==> src/rtl/bsdp_pkg.sv <==
`timescale 1ns/1ps
package bsdp_pkg;

  typedef enum logic [2:0] {
    OP_ADD  = 3'd0,
    OP_SUB  = 3'd1,
    OP_AND  = 3'd2,
    OP_OR   = 3'd3,
    OP_XOR  = 3'd4,
    OP_PASS = 3'd5,
    OP_INC  = 3'd6,
    OP_RSV  = 3'd7
  } alu_op_e;

  // operand A source codes (0..3 are accumulators)
  localparam logic [2:0] SRC_PC  = 3'd4;
  localparam logic [2:0] SRC_FLG = 3'd5;
  localparam logic [2:0] SRC_STK = 3'd6;
  localparam logic [2:0] SRC_BUS = 3'd7;

  // destination codes (0..3 are accumulators, 6..7 write nothing)
  localparam logic [2:0] DST_PC  = 3'd4;
  localparam logic [2:0] DST_FLG = 3'd5;

endpackage

==> src/rtl/bsdp_alu.sv <==
`timescale 1ns/1ps
module bsdp_alu
  import bsdp_pkg::*;
#(
  parameter int W = 4
) (
  input  logic [2:0]   op,
  input  logic [W-1:0] a,
  input  logic [W-1:0] b,
  input  logic         cin,
  output logic [W-1:0] y,
  output logic         cout,
  output logic         ctop
);

  logic [W-1:0] bb;
  logic [W-1:0] sum;
  logic [W:0]   c;
  logic         arith;

  always_comb begin
    case (alu_op_e'(op))
      OP_SUB:  bb = ~b;
      OP_INC:  bb = '0;
      default: bb = b;
    endcase
  end

  assign c[0] = cin;

  for (genvar i = 0; i < W; i++) begin : g_rip
    assign sum[i]  = a[i] ^ bb[i] ^ c[i];
    assign c[i+1]  = (a[i] & bb[i]) | (c[i] & (a[i] ^ bb[i]));
  end

  always_comb begin
    case (alu_op_e'(op))
      OP_ADD, OP_SUB, OP_INC: y = sum;
      OP_AND:                 y = a & b;
      OP_OR:                  y = a | b;
      OP_XOR:                 y = a ^ b;
      default:                y = a;
    endcase
  end

  assign arith = (op == OP_ADD) || (op == OP_SUB) || (op == OP_INC);
  assign cout  = arith & c[W];
  assign ctop  = arith & c[W-1];

endmodule

==> src/rtl/bsdp_regs.sv <==
`timescale 1ns/1ps
module bsdp_regs
  import bsdp_pkg::*;
#(
  parameter  int W    = 4,
  parameter  int NACC = 4
) (
  input  logic                    clk,
  input  logic                    rst_n,
  input  logic                    wr_en,
  input  logic [2:0]              dst,
  input  logic [W-1:0]            wd,
  input  logic                    flag_upd,
  input  logic                    ovf_in,
  input  logic                    cy_in,
  output logic [NACC-1:0][W-1:0]  acc,
  output logic [W-1:0]            pc,
  output logic [W-1:0]            flg
);

  localparam int FLG_OV = W - 2;
  localparam int FLG_CY = W - 3;

  logic [NACC-1:0][W-1:0] acc_d;
  logic [W-1:0]           pc_d;
  logic [W-1:0]           flg_d;
  logic                   flg_wr;

  assign flg_wr = wr_en && (dst == DST_FLG);

  always_comb begin
    acc_d = acc;
    pc_d  = pc;
    flg_d = flg;
    if (wr_en) begin
      for (int i = 0; i < NACC; i++) begin
        if (dst == 3'(i)) acc_d[i] = wd;
      end
      if (dst == DST_PC) pc_d = wd;
      if (flg_wr)        flg_d = wd;
    end
    if (flag_upd && !flg_wr) begin
      flg_d[FLG_OV] = ovf_in;
      flg_d[FLG_CY] = cy_in;
    end
  end

  always_ff @(posedge clk or negedge rst_n) begin
    if (!rst_n) begin
      acc <= '0;
      pc  <= '0;
      flg <= '0;
    end else begin
      acc <= acc_d;
      pc  <= pc_d;
      flg <= flg_d;
    end
  end

  // program counter holds unless it is the written destination
  assert_pc_hold_R7: assert property (@(posedge clk) disable iff (!rst_n)
    !(wr_en && dst == DST_PC) |=> $stable(pc));

  // captured overflow lands in its status bit
  assert_flag_ov_R12: assert property (@(posedge clk) disable iff (!rst_n)
    (flag_upd && !flg_wr) |=> (flg[FLG_OV] == $past(ovf_in)
                               && flg[FLG_CY] == $past(cy_in)));

endmodule

==> src/rtl/bsdp_lifo.sv <==
`timescale 1ns/1ps
module bsdp_lifo #(
  parameter  int W     = 4,
  parameter  int DEPTH = 16,
  localparam int AW    = $clog2(DEPTH),
  localparam int CW    = $clog2(DEPTH + 1)
) (
  input  logic         clk,
  input  logic         rst_n,
  input  logic         push,
  input  logic         pop,
  input  logic [W-1:0] wdata,
  output logic [W-1:0] top
);

  localparam logic [CW-1:0] FULL = CW'(DEPTH);

  logic [W-1:0]  mem [DEPTH];
  logic [AW-1:0] wp_q, wp_d, tp, waddr;
  logic [CW-1:0] cnt_q, cnt_d;
  logic [W-1:0]  last_q, last_d, mem_top;
  logic          we, nonempty;

  assign tp       = wp_q - AW'(1);
  assign nonempty = (cnt_q != '0);
  assign mem_top  = mem[tp];
  assign top      = nonempty ? mem_top : last_q;

  always_comb begin
    wp_d   = wp_q;
    cnt_d  = cnt_q;
    last_d = last_q;
    we     = 1'b0;
    waddr  = wp_q;
    if (push && pop && nonempty) begin
      we     = 1'b1;
      waddr  = tp;
      last_d = mem_top;
    end else if (push) begin
      we   = 1'b1;
      wp_d = wp_q + AW'(1);
      if (cnt_q != FULL) cnt_d = cnt_q + CW'(1);
    end else if (pop && nonempty) begin
      wp_d   = tp;
      cnt_d  = cnt_q - CW'(1);
      last_d = mem_top;
    end
  end

  always_ff @(posedge clk or negedge rst_n) begin
    if (!rst_n) begin
      wp_q   <= '0;
      cnt_q  <= '0;
      last_q <= '0;
    end else begin
      wp_q   <= wp_d;
      cnt_q  <= cnt_d;
      last_q <= last_d;
    end
  end

  always_ff @(posedge clk) begin
    if (we) mem[waddr] <= wdata;
  end

  // a plain push below full deepens the stack by one
  assert_push_grows_R8: assert property (@(posedge clk) disable iff (!rst_n)
    (push && !pop && cnt_q != FULL) |=> (cnt_q == $past(cnt_q) + CW'(1)));

  // a push on a full stack keeps it full
  assert_full_wraps_R9: assert property (@(posedge clk) disable iff (!rst_n)
    (push && !pop && cnt_q == FULL) |=> (cnt_q == FULL));

  // popping an empty stack changes nothing
  assert_empty_pop_R10: assert property (@(posedge clk) disable iff (!rst_n)
    (pop && !push && !nonempty) |=> (cnt_q == '0 && $stable(wp_q) && $stable(last_q)));

  // push with pop on a non-empty stack keeps the depth
  assert_replace_depth_R11: assert property (@(posedge clk) disable iff (!rst_n)
    (push && pop && nonempty) |=> ($stable(cnt_q) && $stable(wp_q)));

endmodule

==> src/rtl/bitslice_dp.sv <==
`timescale 1ns/1ps
module bitslice_dp
  import bsdp_pkg::*;
#(
  parameter  int W     = 4,
  parameter  int NACC  = 4,
  parameter  int DEPTH = 16,
  localparam int AIW   = $clog2(NACC)
) (
  input  logic           clk,
  input  logic           rst_n,
  input  logic [2:0]     uc_op,
  input  logic [2:0]     uc_a_sel,
  input  logic [AIW-1:0] uc_b_sel,
  input  logic           uc_use_imm,
  input  logic [2:0]     uc_dst,
  input  logic           uc_wr,
  input  logic           uc_push,
  input  logic           uc_pop,
  input  logic           uc_flag_upd,
  input  logic           msb_slice,
  input  logic [W-1:0]   imm_i,
  input  logic [W-1:0]   data_i,
  output logic [W-1:0]   data_o,
  input  logic           cin,
  output logic           cout,
  input  logic           zin,
  output logic           zout,
  output logic           ovf_o
);

  logic [1:0]             rs_q;
  logic                   rst_int_n;
  logic [NACC-1:0][W-1:0] acc;
  logic [W-1:0]           pc, flg, stk_top;
  logic [W-1:0]           opa, opb, res;
  logic                   ctop;

  // asynchronous assertion, release synchronised to clk
  always_ff @(posedge clk or negedge rst_n) begin
    if (!rst_n) rs_q <= '0;
    else        rs_q <= {rs_q[0], 1'b1};
  end
  assign rst_int_n = rs_q[1];

  always_comb begin
    case (uc_a_sel)
      SRC_PC:  opa = pc;
      SRC_FLG: opa = flg;
      SRC_STK: opa = stk_top;
      SRC_BUS: opa = data_i;
      default: opa = acc[uc_a_sel[AIW-1:0]];
    endcase
  end

  assign opb = uc_use_imm ? imm_i : acc[uc_b_sel];

  bsdp_alu #(.W(W)) u_alu (
    .op   (uc_op),
    .a    (opa),
    .b    (opb),
    .cin  (cin),
    .y    (res),
    .cout (cout),
    .ctop (ctop)
  );

  bsdp_regs #(.W(W), .NACC(NACC)) u_regs (
    .clk      (clk),
    .rst_n    (rst_int_n),
    .wr_en    (uc_wr),
    .dst      (uc_dst),
    .wd       (res),
    .flag_upd (uc_flag_upd & msb_slice),
    .ovf_in   (ovf_o),
    .cy_in    (cout),
    .acc      (acc),
    .pc       (pc),
    .flg      (flg)
  );

  bsdp_lifo #(.W(W), .DEPTH(DEPTH)) u_lifo (
    .clk   (clk),
    .rst_n (rst_int_n),
    .push  (uc_push),
    .pop   (uc_pop),
    .wdata (res),
    .top   (stk_top)
  );

  assign data_o = res;
  assign zout   = zin & (res == '0);
  assign ovf_o  = msb_slice & (ctop ^ cout);

  // logic and pass operations never produce a carry
  assert_logic_nocarry_R3: assert property (@(posedge clk) disable iff (!rst_int_n)
    (uc_op == OP_AND || uc_op == OP_OR || uc_op == OP_XOR || uc_op == OP_PASS) |-> !cout);

  // a raised zero output implies a clear result nibble and a raised chain input
  assert_zero_chain_R4: assert property (@(posedge clk) disable iff (!rst_int_n)
    zout |-> (data_o == '0 && zin));

  // same-sign addition whose sign flips must flag overflow on the top slice
  assert_add_ovf_R5: assert property (@(posedge clk) disable iff (!rst_int_n)
    (msb_slice && uc_op == OP_ADD && opa[W-1] == opb[W-1] && res[W-1] != opa[W-1]) |-> ovf_o);

endmodule

==> config.mk <==
export PLATFORM = sky130hd
export DESIGN_NAME = bitslice_dp
export DESIGN_NICKNAME = d
export VERILOG_FILES = /design/src/rtl/bsdp_pkg.sv /design/src/rtl/bsdp_alu.sv /design/src/rtl/bsdp_regs.sv /design/src/rtl/bsdp_lifo.sv /design/src/rtl/bitslice_dp.sv
export SDC_FILE = /design/constraint.sdc
export NUM_CORES = 1
export LEC_CHECK = 0
export ABC_AREA = 1
export BUFFER_PORTS_ARGS = -buffer_cell sky130_fd_sc_hd__buf_4
export CAP_MARGIN = 10
export CORE_ASPECT_RATIO = 1.2
export CORE_MARGIN = 2
export CORE_UTILIZATION = 61
export DETAILED_ROUTE_END_ITERATION = 10
export PLACE_DENSITY = 0.8
export SETUP_SLACK_MARGIN = 0.3
export SLEW_MARGIN = 20
export SYNTH_ARGS = -nofsm -noshare
export SYNTH_HDL_FRONTEND = slang
export SYNTH_SLANG_ARGS = --single-unit
export TNS_END_PERCENT = 10
==> constraint.sdc <==
create_clock -name clk -period 14.3 [get_ports clk]
set_clock_uncertainty 0.1 [all_clocks]
set_input_delay 0 -clock clk [delete_from_list [all_inputs] [get_ports clk]]
set_output_delay 0 -clock clk [all_outputs]
set_load 0.05 [all_outputs]
# Word level (Yosys, flattened, before mapping)
# Memories as Yosys holds them, arrays and structs flattened.
# Cells that the tools add are included.
# op_classes
add_sub_neg	4
bitwise	31
magnitude_cmp	2
mux	25
eq_ne	17
reduce_logical	27
# ops
operator	n
$mux 4	10
$pmux 4 s4	2
$eq 3x3->1 const B	8
$reduce_and 2->1	9
$bmux 4 s2	2
$mux 5	3
$and 1x1->1	13
$eq 3x2->1 const B	4
$xor 1x1->1	9
$pmux 4 s2	1
$reduce_bool 2->1	4
$eq 3x1->1 const B	2
$logic_not 3->1	2
$lt 2x3->1 const B	2
$mux 3	2
$add 5x1->5 const B	1
$logic_and 1x1->1	5
$ne 5x5->1 const B	1
$reduce_bool 5->1	1
$sub 5x1->5 const B	1
$add 4x1->4 const B	1
$and 4x4->4	1
$logic_not 4->1	1
$mux 1	4
other kinds (12)	17
# totals
regBits	39
output_inout_bits	7
mem_count	1
ram_bits	64
# mem_list
name	words	word_bits	rd	rd_clocked_by_memory_dff	wr	line	rtl
u_lifo.mem	16	4	1	0	1	bsdp_lifo.sv:18	logic [W-1:0] mem [DEPTH];

# Longest topological paths before layout
# depth
ltp_word	18
ltp_mapped	27

# Modules after synthesis
# From an unflattened synthesis, not the netlist that was laid out.
# hier_totals
cells_unflattened	751
area_unflattened_um2	6048.3
# modules_own_cells
module	n_inst	cells_each	seq_area_each_um2	area_per_inst_um2
bsdp_lifo	1	415	2247.2	3872.5
bsdp_regs	1	97	600.6	929.6
bitslice_dp	1	152	50.0	729.4
bsdp_alu	1	87	0.0	516.7

# Worst setup path before layout
# OpenSTA, ideal clock, no wires.
# synth_path
path_kind	register to register
startpoint	register u_lifo.wp_q[0]
endpoint	register u_regs.flg[2]
required_time_ns	14.113
slack_ns	9.088
t_arrival_ns	5.025
setup_ns	0.087
n_path_buf	3
stages_incl_launch_ff	25
cell_sequence	dfrtp_1 > buf_6 > inv_8 > buf_6 > ha_1 > inv_1 > buf_2 > nand3_1 > nand3_1 > nand3_1 > nand2_1 > nand2_1 > nand2_1 > nand2_2 > nand2_2 > xor2_1 > inv_1 > ha_1 > a21o_1 > fa_1 > fa_1 > fa_1 > a211oi_1 > nand2_1 > o211ai_1
# synth_via
elab_chain_len	17
elab_cells_between_ends	32
classes_between	1 x add/sub; 6 x mux; 24 x bitwise; 1 x memory
# synth_rtl
item	line	rtl
start: declaration	bsdp_lifo.sv:19	logic [AW-1:0] wp_q, wp_d, tp, waddr;
start signal: assignment	bsdp_lifo.sv:56	wp_q <= wp_d;
$sub 4x1->4 *	bsdp_lifo.sv:24	assign tp = wp_q - AW'(1);
$mem_v2 16x4 *	--	
$mux 4 *	bsdp_lifo.sv:27	assign top = nonempty ? mem_top : last_q;
$pmux 4 s4 *	bitslice_dp.sv:47	case (uc_a_sel)
$xor 1x1->1	bsdp_alu.sv:33	assign c[i+1] = (a[i] & bb[i]) | (c[i] & (a[i] ^ bb[i]));
$and 1x1->1	bsdp_alu.sv:33	
$or 1x1->1	bsdp_alu.sv:33	
$and 1x1->1	bsdp_alu.sv:33	
[2 not listed]	--	
$or 1x1->1	bsdp_alu.sv:33	
$and 1x1->1	bsdp_alu.sv:33	
$or 1x1->1	bsdp_alu.sv:33	
$and 1x1->1	bsdp_alu.sv:47	assign cout = arith & c[W];
$xor 1x1->1 *	bitslice_dp.sv:93	assign ovf_o = msb_slice & (ctop ^ cout);
$and 1x1->1 *	bitslice_dp.sv:93	
named net ovf_o	bitslice_dp.sv:29	output logic ovf_o
$mux 2 *	bsdp_regs.sv:42	if (flag_upd && !flg_wr) begin
end signal: assignment	bsdp_regs.sv:56	flg <= flg_d;
end: declaration	bsdp_regs.sv:18	output logic [W-1:0] flg
# The timed path passes the listed nets; every way through them passes the cells marked *. The select of a mux whose other input is x is not followed.
# A chain may end at the register's enable or synchronous reset.

# Worst setup path in the final report
# layout_path
startpoint	register u_lifo.wp_q[0]
endpoint	output port zout
# layout_via
elab_chain_len	15
elab_cells_between_ends	27
classes_between	1 x add/sub; 3 x mux; 21 x bitwise; 1 x reduce/logical; 1 x memory
# layout_rtl
item	line	rtl
$sub 4x1->4 *	bsdp_lifo.sv:24	
$mem_v2 16x4 *	--	
$mux 4 *	bsdp_lifo.sv:27	
$pmux 4 s4 *	bitslice_dp.sv:47	
$xor 1x1->1	bsdp_alu.sv:32, bsdp_alu.sv:33	
$and 1x1->1	bsdp_alu.sv:33	
$or 1x1->1	bsdp_alu.sv:33	
$and 1x1->1	bsdp_alu.sv:33	
$or 1x1->1	bsdp_alu.sv:33	
$and 1x1->1	bsdp_alu.sv:33	
$or 1x1->1	bsdp_alu.sv:33	
$xor 1x1->1	bsdp_alu.sv:32	assign sum[i] = a[i] ^ bb[i] ^ c[i];
$pmux 4 s4 *	bsdp_alu.sv:37	case (alu_op_e'(op))
$logic_not 4->1 *	bitslice_dp.sv:92	assign zout = zin & (res == '0);
$and 1x1->1 *	bitslice_dp.sv:92	
end: declaration	bitslice_dp.sv:28	output logic zout,
# Mark *: on every way between the ends. The rest lies on a longest branch, timed or not.

==> summary.txt <==
Route
  – DRT iter0 DRCs: 378
  – Pre-antenna DRT Iters: 5
  – DRC violation count after routing: 0
  – DR top layer: met4
  – Detailed-route wire length: 13600 um
  – Met1 WL: 5100 um
  – Met2 routed WL: 6910 um
  – Routed via count: 4550
  – Avg WL per Cell: 17.4 um
  – Metal3 WL: 841 um
  – Vias/cell: 5.83
  – Post-detailed-route count of antenna-violating nets: 0

Floorplanning
  – Io pins: 36
  – Die Height: 108 um
  – Row Count: 37
  – Die width: 90.3 um
  – DIE AREA: 0.00972 mm2
  – Initial Util: 0.630
  – Core ar.: 0.00866 mm2

Timing
  – Final period utilization: 0.458
  – RSZ-0062 raised after global routing: no
  – Max Fclk: 0.153 GHz
  – Slew Limit Fails: 0
  – Relative slew slack: 0.562
  – Final setup fails: 0
  – Final min period: 6.55 ns
  – Final TNS setup: 0 ns
  – Final hold violations: 0
  – Worst-Margin Slew: 0.651 ns
  – Final hold slack: 0.0220 ns

Finish
  – FILL cells: 659
  – # nets final: 703
  – Share of layout cells above drive strength 1: 0.122
  – FF/Latch Area: 0.00290 mm2
  – Post-route core utilization: 0.713
  – Area growth, synth to finish: 13.0%
  – Multi-input gate area: 0.00220 mm2
  – Antenna cell count: 0

Logic synthesis
  – Mapped Cells: 607
  – Post-synth EDFFs: 64
  – Ys Warns: 0
  – Post-synthesis sequential area ratio: 0.531
  – Top-area cell type share of the netlist area: 0.352
  – Count leader, synth: nand2_1
  – Avg Inst Size Synth: 8.99 um2
  – Synth top area cells: edfxtp_1 (35%), dfrtp_1 (18%), nand2_1 (11%)
  – Synth Flop Type: edfxtp_1
  – Asr flop ratio synth: 0.379
  – Synth cell count leaders: nand2_1 (160), edfxtp_1 (64), nand3_1 (60), nor2_1 (60), inv_1 (57)
  – Syn Nets: 652
  – Yosys cell types: 38
  – Flops & latches, synth: 103
  – Mapped Area: 0.00546 mm2
  – Largest area contributor in the netlist: edfxtp_1

Setup path
  – R2R setup slack: 8.34 ns
  – Critical path startpoint category: flop
  – CP required: 14.20 ns
  – Worst r2r dst: u_lifo.mem[3][3]
  – CP Capture Type: output port
  – Critical R2R Launch: u_lifo.wp_q[0]
  – Critical-path maximum fanout: 37
  – Critical Setup Path Class: flop to output port
  – Cells on worst reg2reg path: 21
  – Crit path DAT: 6.45 ns

Power and ir drop
  – Pleak: 2.70 nW
  – Final Power: 0.00116 W
  – Pwr/cell area: 188 mW/mm2
  – Worst VDD drop: 0.0000845 V

Global routing
  – Vias in the first global route: 4619
  – Initial antenna violation count: 0
  – First-pass GRT wire length: 21900 um
  – GRT overflow: 0
  – Tot GR Track Use: 0.296
  – Largest net degree at the start of global routing: 38

Placement
  – Hpwl dp: 9680 um
  – I/O Buffers: 35
  – Final GP Congestion: 0.953

Clock network
  – Post-CTS resize count: 0
  – Sink Count: 103
  – CTS tree: done
  – Root Driver: clkbuf_8
  – Worst-Skew Late Latency: 0.38 ns
  – H-Tree Depth: 3
  – Clock buffer depth: 2
  – Num CTS Buffers: 9
  – Reg clk slew, reported paths: 0.09 ns

Worst hold path
  – HP Class: input port to flop
  – Hold wc startpoint: uc_op[2]
  – Worst hold path endpoint: u_regs.flg[3]
  – Hold path cells: 5

Flow run
  – Max cap viols: 0

Status
  – Status: completed
[cells by family after synthesis]
group,count (synthesis),synth area share
XOR/XNOR,10,0.0160
other,1,0.000687
flip-flops,103,0.531
AO/OA/AOI/OAI,93,0.101
adder cells (fa/ha/maj),16,0.0422
buffers and inverters,79,0.0663
AND/OR/NAND/NOR,305,0.243
[critical path, cell delays in order (launching register included)]
cell and delay, ns:
dfrtp_1 0.34, buf_4 0.36, inv_8 0.16, ha_1 0.73
inv_1 0.39, nand3_1 0.18, nand3_1 0.08, nand3_1 0.08
nand2_1 0.09, nand2_1 0.08, nand2_1 0.07, nand2_2 0.09
nand2_2 0.09, xor2_1 0.17, inv_1 0.07, ha_1 0.18
a21o_1 0.17, fa_1 0.40, fa_1 0.44, fa_1 0.44
a221oi_1 0.47, nand2_2 0.40, nor2_1 0.20, nand3_1 0.10
nor2_2 0.09, buf_4 0.21
[worst max path at each step]
| stage | startpoint | to | depth (start not counted) |
|---|---|---|---|
| finish | u_lifo.wp_q[0] | zout | 25 |
| global route | u_lifo.wp_q[0] | zout | 25 |
| CTS | u_lifo.wp_q[0] | zout | 25 |
| detailed placement | u_lifo.wp_q[0] | zout | 25 |
| global placement | u_lifo.wp_q[0] | zout | 25 |
| floorplan | u_lifo.wp_q[0] | u_regs.flg[2] | 24 |
[routing by layer]
layer,track usage,up-vias
met1,0.328,2132
met3,0.0539,60
met5,0,-
met2,0.532,211
met4,0.180,0
li1,-,2147
[power by group]
| group | total, W | internal, W | leakage, nW | switching (W) |
|---|---|---|---|---|
| combinational | 0.000518 | 0.000162 | 1.52 | 0.000357 |
| clock | 0.000205 | 0.000108 | 0.121 | 0.0000967 |
| sequential | 0.000438 | 0.000396 | 1.06 | 0.0000417 |
[final cells by class]
class	count	share of cell area
well taps	117	0.0237
repair buffers	52	0.0690
multi-input cells	425	0.356
clock buffers	16	0.0387
flip-flops and latches	103	0.470
inverters	67	0.0426
[placed cells by master (no fill, tap or decap), types with 7 or more instances in the layout]
cell type	count
nand2_2	8
nor2_1	60
nand3_1	60
o21ai_0	48
nand2_1	160
o22ai_1	10
ha_1	12
dlygate4sd3_1	14
buf_4	38
inv_1	57
clkbuf_8	9
xor2_1	8
a21oi_1	7
inv_2	7
dfrtp_1	39
edfxtp_1	64
[registers in the layout (all words and copies together), names as in the netlist]
| name | count |
|---|---|
| u_lifo.mem | 64 |
| u_regs.acc | 16 |
| u_lifo.cnt_q | 5 |
| u_lifo.last_q | 4 |
| u_lifo.wp_q | 4 |
| u_regs.flg | 4 |
| u_regs.pc | 4 |
| rs_q | 2 |
[what timing repair did]
action                    CTS  global route
hold buffers               14             0
buffers inserted            0             0
hold endpoints to repair   26             0
[stage by stage]
stage | setup WS (ns) | cell area [um2] | instances
2_1_floorplan | 9.09 | 5460 | 607
3_3_place_gp | 8.52 | 5790 | 750
3_5_place_dp | 8.25 | 5790 | 750
4_1_cts | 7.83 | 6170 | 780
5_1_grt | 7.30 | 6170 | 780
6_report | 7.75 | 6170 | 780
No activity file was read; power rests on OpenSTA's default activity.
